--- src/rtl/stoch_mult.sv ---
module stoch_mult #(
  parameter int          N    = 64,
  parameter logic [31:0] SEED = 32'h2545_F491
) (
  input  logic                       clk,
  input  logic                       rst_n,
  input  logic                       in_valid,
  input  logic [N-1:0]               a_bundle,
  input  logic [N-1:0]               b_bundle,
  output logic                       out_valid,
  output logic [N-1:0]               c_bundle,
  output logic [$clog2(N+1)-1:0]     c_count
);
  localparam int IW = (N > 1) ? $clog2(N) : 1;
  localparam int CW = $clog2(N+1);

  function automatic logic [N*IW-1:0] build_map();
    logic [31:0] st;
    int          j;
    int          t;
    int          p[N];
    st = SEED | 32'd1;
    for (int i = 0; i < N; i++) p[i] = i;
    for (int i = N - 1; i > 0; i--) begin
      st = st ^ (st << 13);
      st = st ^ (st >> 17);
      st = st ^ (st << 5);
      j = int'(st % 32'(i + 1));
      t = p[i];
      p[i] = p[j];
      p[j] = t;
    end
    for (int i = 0; i < N; i++) build_map[i*IW +: IW] = IW'(p[i]);
  endfunction

  localparam logic [N*IW-1:0] MAP = build_map();

  logic [N-1:0] b_shuf;
  logic [N-1:0] prod;
  logic [N-1:0] c_q;
  logic         v_q;
  logic [CW-1:0] ones;

  for (genvar i = 0; i < N; i++) begin : g_route
    assign b_shuf[i] = b_bundle[MAP[i*IW +: IW]];
  end

  assign prod = a_bundle & b_shuf;

  always_ff @(posedge clk) begin
    if (!rst_n) begin
      c_q <= '0;
      v_q <= 1'b0;
    end else begin
      c_q <= prod;
      v_q <= in_valid;
    end
  end

  always_comb begin
    ones = '0;
    for (int i = 0; i < N; i++) ones = ones + CW'(c_q[i]);
  end

  assign c_bundle  = c_q;
  assign out_valid = v_q;
  assign c_count   = ones;
endmodule

--- config.mk ---
export PLATFORM = sky130hd
export DESIGN_NAME = stoch_mult
export DESIGN_NICKNAME = d
export VERILOG_FILES = /design/src/rtl/stoch_mult.sv
export SDC_FILE = /design/constraint.sdc
export NUM_CORES = 1
export LEC_CHECK = 0
export CAP_MARGIN = 5
export CORE_ASPECT_RATIO = 0.5
export CORE_MARGIN = 5
export CORE_UTILIZATION = 41
export CTS_CLUSTER_DIAMETER = 30
export DETAILED_ROUTE_END_ITERATION = 6
export PLACE_DENSITY_LB_ADDON = 0.12
export SETUP_SLACK_MARGIN = 0.02
export SLEW_MARGIN = 15
export SYNTH_ARGS = -nofsm -noshare
export SYNTH_HDL_FRONTEND = slang
export SYNTH_SLANG_ARGS = --single-unit
--- constraint.sdc ---
create_clock -name clk -period 14.3 [get_ports clk]
set_input_delay 2.86 -clock clk [delete_from_list [all_inputs] [get_ports clk]]
set_output_delay 2.86 -clock clk [all_outputs]
set_load 0.05 [all_outputs]
[Yosys cells after proc, flatten, opt, wreduce, memory -nomap -nowiden]
Index checks and enable logic that the tools add are counted.
Storage, ports and cells
  input port bits: 131
  bits in registers: 65
  bits in latches: 0
  memories kept: 0
  memory bits (read-only): 0
  logic and storage cells: 66
  memory bits (writable): 0
Operators by class
  mux-type cells: 0
  magnitude comparators: 0
  eq/ne operators: 0
  add/subtract/negate cells: 63
  reductions and logical operators: 0
  $mul: 0
  divide/modulo/power cells: 0
  bitwise operators: 1
  shift-type cells: 0
Operator list (count)
  7-bit by 1-bit adder with 7-bit output: 57
  64-bit AND: 1
  6-bit by 1-bit adder with 7-bit output: 1
  5-bit by 1-bit adder with 6-bit output: 1
  4-bit by 1-bit adder with 5-bit output: 1
  3-bit by 1-bit adder with 4-bit output: 1
  2-bit by 1-bit adder with 3-bit output: 1
  1-bit by 1-bit adder with 2-bit output: 1

[Longest topological paths before layout]
Gate-level depths: netlist (run 1).
  word-level depth: 63
  mapped depth: 20

[Least setup slack after synthesis (run 1)]
No wires, ideal clock.
  kind: register to output
  from: reg c_q[59], in the netlist c_bundle[59]
  to: out c_count[4]
  buffers on the path: 0
  data required time: 11440 ps
  cell stages (with the launch flop): 19
  slack: 5018 ps
  data arrival time: 6422 ps
  cells stage by stage: dfxtp_1 inv_1 fa_1 fa_1 inv_1 fa_1 inv_1 fa_1 inv_1 fa_1 inv_1 fa_1 fa_1 fa_1 inv_1 ha_1 fa_1 a211o_1 a21oi_1
Between the ends
  cells in the longest elaborated chain, start to end: 5
RTL lines
  start, declared: line 40  | logic [N-1:0] c_q;
  start signal, assigned: line 55  | c_q <= prod;
  7-bit by 1-bit adder with 7-bit output (5 in a row): line 62  | for (int i = 0; i < N; i++) ones = ones + CW'(c_q[i]);
  end, declared: line 12  | output logic [$clog2(N+1)-1:0] c_count
Every way passes these cells.

[Final worst setup path (run 1)]
  from: reg c_q[53], in the netlist c_bundle[53]
  to: out c_count[4]
Between the ends
  cells in the longest elaborated chain, start to end: 11
RTL lines (line)
  7-bit by 1-bit adder with 7-bit output (11 in a row): 62
Every way passes these cells.

==> impl_metrics.yaml, run 1 <==
status:
  status: "completed"
routing:
  detail-route-antenna-nets: 0
  via_per_inst: 4.391
  wire_per_inst_um: 14.71
  detail_route.first_pass.iterations: 4
  detail_route.drc_violations: 0
  vias: 2771
  drt-initial-drc-count: 71
  drt-total-wl_mm: 9.284
grt:
  grt_pass1_wl_mm: 15.44
  grtUsageTotal_pct: 19.02
  grt_pass1_vias: 3236
  antenna_found_initial: 0
  grt_max_degree: 66
  grt_overflow: 0
cells_and_area:
  diodes: 0
  layout.nets: 716
  final_area_um2: 5888
  drive_above_1_share_pct: 5.780
  fin_util_pct: 72.30
  area_growth_pct: 68.79
clock_network:
  clk_path_buf_depth: 2
  clockRootBuffer: "clkbuf_16"
  path_clk_slew_ps: 50
  cts_setup_buffers: 0
  clock_sinks: 65
  post_cts_resized: 0
  cts_tree: "built"
  cts_hold_buf: 0
  h-tree-depth: 3
  cts_made_buffers: 9
critical_path:
  worstPathCellList: "fa_1 -> inv_1 -> fa_1 -> inv_1 -> fa_1 -> inv_1 -> fa_1 -> inv_1 -> fa_1 -> inv_1 -> fa_1 -> fa_1 -> fa_1 -> inv_1 -> ha_1 -> fa_1 -> a211o_1 -> a21oi_1 -> clkdlybuf4s50_1"
  crit_fanout: 3
  cp.required_ps: 11440
  startpoint_type: "register"
  path_buf_inv: 7
  slowest_stage: "clkdlybuf4s50_1"
  cp_top_family: "adder cells"
  end_kind: "output port"
  crit_path_max_incr_delay_ps: 810
  setup.worst_path.class: "reg2out"
  arrival_ps: 6720
  cpMostUsedCell: "fa_1"
  startpoint: "c_bundle[53]$_SDFF_PN0_"
yosys:
  synth_nets: 510
  synth_edf_count: 0
  avgSynthCellArea_um2: 11.25
  synth_area_um2: 3488
  synth_warnings: 0
  ys_seq_area_share_pct: 37.30
  syn_inst: 310
  ys_seq_elements: 65
  async_flop_share_pct: 0
  ys.flop_type: "dfxtp_1"
  yosysUniqueCellTypes: 28
timing:
  min_period_ps: 9580
  maxSlewViolCount: 0
  tns_ps: 0
  fin_ws_ps: 4720
  worst_slew_pin_slew_ps: 909.5
  relSlewSlack_pct: 39.37
  timing.fmax_mhz: 104.4
  post-route-period-util_pct: 66.99
  finalHoldViolCount: 0
  setup_viol: 0
  rsz0062_at_grt: "false"
power:
  p_total_mw: 1.225
  irDropWorstVdd_mv: 0.1849
  cellPowerDensity_nw_per_um2: 208.0
  leakage_nw: 2.716
die:
  die-area_um2: 10570
  rows: 23
  num_io_pins: 203
  dieWidth_um: 140.4
  start_util_pct: 42.83
  die_h_um: 75.23
  core_um2: 8144
placed_design:
  postPlaceCellArea_um2: 5618
  gp_congestion: 0.7532
  io_buffer_count: 202
  place_ws_ps: 5024
  dp_hpwl_mm: 7.997
worst_hold_path:
  hold_path.startpoint: "b_bundle[8]"
  hold_path.class: "in2reg"
job:
  drv_cap: 0
-- power breakdown --
group          switching [mW]  internal [mW]  total, mW
registers             0.00486          0.189      0.194
logic                   0.511          0.324      0.835
clock network          0.0716          0.124      0.195
-- through the flow --
stage,hold slack [ps],std cells
6_report,3103,631
5_1_grt,3101,631
4_1_cts,3094,631
3_5_place_dp,3436,617
3_3_place_gp,3435,617
2_1_floorplan,2987,310
-- worst paths after layout --
check                                  to  slack (ps)  cells after the start
setup / recovery               c_count[4]        4720                     19
hold / removal    c_bundle[33]$_SDFF_PN0_        3100                      2
-- cell usage after synthesis (3+ instances only) --
library cell	number	area share [%]
dfxtp_1	65	37
and3_1	52	9.3
clkbuf_1	6	0.65
fa_1	54	31
ha_1	15	5.4
a21oi_1	3	0.43
inv_1	83	8.9
and3_2	12	2.6
-- metal layers --
metal | track usage (%) | up-vias | part of all wire [%] | wire length [µm]
met5 | 0 | - | 0 | 0
met3 | 9.581 | 8 | 12 | 1137
met4 | 4.189 | 0 | 0.74 | 69
met2 | 33.05 | 113 | 48 | 4425
li1 | - | 1359 | - | -
met1 | 21.62 | 1291 | 39 | 3652
-- cells in the final DEF (no fill, tap or decap), drive strengths merged --
| cell | count |
|---|---|
| a211o | 1 |
| a211oi | 2 |
| a21o | 2 |
| a21oi | 3 |
| and2 | 1 |
| and2b | 1 |
| and3 | 64 |
| buf | 1 |
| clkbuf | 11 |
| clkdlybuf4s50 | 201 |
| clkinv | 2 |
| clkinvlp | 1 |
| dfxtp | 65 |
| fa | 54 |
| ha | 15 |
| inv | 83 |
| nand2 | 1 |
| nand2b | 1 |
| nor3b | 1 |
| nor4b | 2 |
| o21a | 1 |
| o21ai | 2 |
| o21bai | 1 |
| o22ai | 1 |
| xnor2 | 1 |
| xor2 | 1 |
-- area by class of cell --
type / count / area [µm²]
timing repair buffer: 202 / 2017
sequential: 65 / 1301
inverter: 83 / 311.5
fill: 642 / 2256
multi-input combinational: 155 / 1848
clock buffer: 11 / 252.7
tap: 112 / 140.1
clock inverter: 3 / 17.52
-- kinds of logic (layout without fill, tap and decap cells) --
family / Yosys count / in the layout / share of synthesized area [%]
AO/OA/AOI/OAI: 13 / 13 / 2.618
XOR/XNOR: 2 / 2 / 0.5022
adder cells (fa/ha/maj): 69 / 69 / 36.37
buffers and inverters: 90 / 299 / 9.720
flip-flops: 65 / 65 / 37.30
AND/OR/NAND/NOR: 71 / 71 / 13.49
-- sequential cells by signal, summed over array words and instances, names as in the netlist --
signal / flops
c_bundle: 64
out_valid: 1
(Power assumes the default switching activity.)
==> inputs of run 2 (changes only) <==
--- a/config.mk
+++ b/config.mk
@@ -8,7 +8,7 @@
 export CAP_MARGIN = 5
 export CORE_ASPECT_RATIO = 0.5
 export CORE_MARGIN = 5
-export CORE_UTILIZATION = 41
+export CORE_UTILIZATION = 35
 export CTS_CLUSTER_DIAMETER = 30
 export DETAILED_ROUTE_END_ITERATION = 6
 export PLACE_DENSITY_LB_ADDON = 0.12
==> constraint.sdc (replaced) <==
create_clock -name clk -period 8.72 [get_ports clk]
set_input_delay 1.744 -clock clk [delete_from_list [all_inputs] [get_ports clk]]
set_output_delay 1.744 -clock clk [all_outputs]
set_load 0.05 [all_outputs]
==> run 2 against run 1 <==
Critical path depth is 2 lower. Critical path type unchanged. Critical endpoint is now c_count[5]. Design area is 0.57% higher. Global-route usage is 3.1 points lower. Non-clock buffer count did not move.
==> impl_metrics.yaml, run 2 (synthesis results as in run 1) <==
timing:
  relSlewSlack_pct: 37.72
  timing.fmax_mhz: 118.9
  setup_viol: 0
  maxSlewViolCount: 0
  rsz0062_at_grt: "false"
  post-route-period-util_pct: 96.49
  tns_ps: 0
  finalHoldViolCount: 0
  min_period_ps: 8414
  worst_slew_pin_slew_ps: 934.2
routing:
  drt-total-wl_mm: 9.225
  detail-route-antenna-nets: 0
  vias: 2728
  detail_route.drc_violations: 0
  drt-initial-drc-count: 84
  detail_route.first_pass.iterations: 4
  wire_per_inst_um: 14.11
  via_per_inst: 4.171
power:
  switchingPower_mw: 0.9626
  pwr-share-clk_pct: 16.1
  irDropWorstVdd_mv: 0.4179
  intPower_mw: 1.039
  p_total_mw: 2.002
  leakage_nw: 2.752
  p_comb_share_pct: 68.0
  p_seq_share_pct: 15.9
  cellPowerDensity_nw_per_um2: 338.1
  p_sw_share_pct: 48.09
cells_and_area:
  area_growth_pct: 69.76
  seqCellArea_um2: 1301
  final_common_cell: "clkdlybuf4s50_1"
  drive_above_1_share_pct: 5.780
  diodes: 0
  largest_reg_flops: 64
  mostFrequentLayoutCells: "clkdlybuf4s50_1, inv_1, dfxtp_1, fa_1, and3_1"
  multi_input_area_um2: 1848
  layout.nets: 716
  nFillCells: 839
placed_design:
  dp_hpwl_mm: 7.993
  io_buffer_count: 202
  gp_congestion: 0.7016
status:
  status: "completed"
critical_path:
  worstPathCellList: "fa_1 -> inv_1 -> fa_1 -> fa_1 -> inv_1 -> fa_1 -> inv_1 -> fa_1 -> fa_1 -> fa_1 -> fa_1 -> inv_1 -> ha_1 -> a211oi_2 -> nor4b_1 -> nor4b_2 -> clkdlybuf4s50_1"
  crit_path_max_incr_delay_ps: 840
  arrival_ps: 6670
  startpoint_type: "register"
  cp_top_family: "adder cells"
  cpMostUsedCell: "fa_1"
  crit_fanout: 2
  end_kind: "output port"
  setup.worst_path.class: "reg2out"
  path_buf_inv: 5
  cp.required_ps: 6980
  slowest_stage: "clkdlybuf4s50_1"
grt:
  grt_pass1_wl_mm: 14.55
  grtUsageTotal_pct: 15.89
  antenna_found_initial: 0
  grt_overflow: 0
  grt_pass1_vias: 2983
  grt_max_degree: 66
clock_network:
  h-tree-depth: 3
  clock_sinks: 65
  cts_made_buffers: 9
  cts_setup_buffers: 0
  path_clk_slew_ps: 50
  clk_path_buf_depth: 2
  clockRootBuffer: "clkbuf_16"
  cts_tree: "built"
job:
  drv_cap: 0
die:
  rows: 25
  die-area_um2: 12180
  core_um2: 9572
  num_io_pins: 203
  dieWidth_um: 151.2
  die_h_um: 80.60
  start_util_pct: 36.44
worst_hold_path:
  hold_path.class: "in2reg"
==> run 2: cell types whose count changed in the layout (fill, tap and decap cells not counted) <==
cell	delta
clkdlybuf4s50_1	-2
dlymetal6s2s_1	+2
==> run 2: through the flow <==
| stage | utilization, % | instances | hold WS (ps) | instance area (µm²) | setup WS [ps] |
|---|---|---|---|---|---|
| 4_1_cts | 61.82 | 654 | 1975 | 5917 | 171.3 |
| 3_3_place_gp | 58.99 | 640 | 2320 | 5647 | 628.6 |
| 3_5_place_dp | 58.99 | 640 | 2319 | 5647 | 540.4 |
| 6_report | 61.87 | 654 | 1987 | 5922 | 306.3 |
| 2_1_floorplan | - | 310 | 1871 | 3488 | 554.4 |
| 5_1_grt | 61.87 | 654 | 1977 | 5922 | 26.30 |
==> run 2: routing by layer <==
| metal | wire [µm] | part of all wire [%] | global-route usage [%] | up-vias |
|---|---|---|---|---|
| li1 | - | - | - | 1356 |
| met1 | 3934 | 43 | 19.37 | 1251 |
| met2 | 4182 | 45 | 26.07 | 114 |
| met3 | 1035 | 11 | 6.877 | 7 |
| met4 | 73 | 0.79 | 3.797 | 0 |
| met5 | 0 | 0 | 0 | - |
==> run 2: power groups by stage <==
stage	clock network (mW)	registers (mW)	logic, mW
after global placement	0	0.324	1.36
final	0.323	0.318	1.36
after detailed placement	0	0.324	1.37
after floorplan	0	0.365	0.961
after global routing	0.347	0.320	1.51
after CTS	0.332	0.318	1.38
==> run 2: cell type report <==
type | instances | share of cell area [%]
Multi-Input combinational cell | 155 | 31.21
Timing Repair Buffer | 202 | 34.14
Clock inverter | 3 | 0.2958
Inverter | 83 | 5.261
Sequential cell | 65 | 21.97
Tap cell | 135 | 2.852
Clock buffer | 11 | 4.268
==> run 2: repair_timing <==
| item | in CTS | in global routing |
|---|---|---|
| endpoints found under the setup margin | 0 | 2 |
| hold buffers | 0 | 0 |
| gates resized for setup | 0 | 2 |
==> run 2: path summary, 6_finish.rpt <==
check | start | end | slack (ps) | cells past startpoint
worst min-delay path | b_bundle[51] | c_bundle[36]$_SDFF_PN0_ | 1990 | 2
worst max-delay path | c_bundle[29]$_SDFF_PN0_ | c_count[5] | 310 | 17
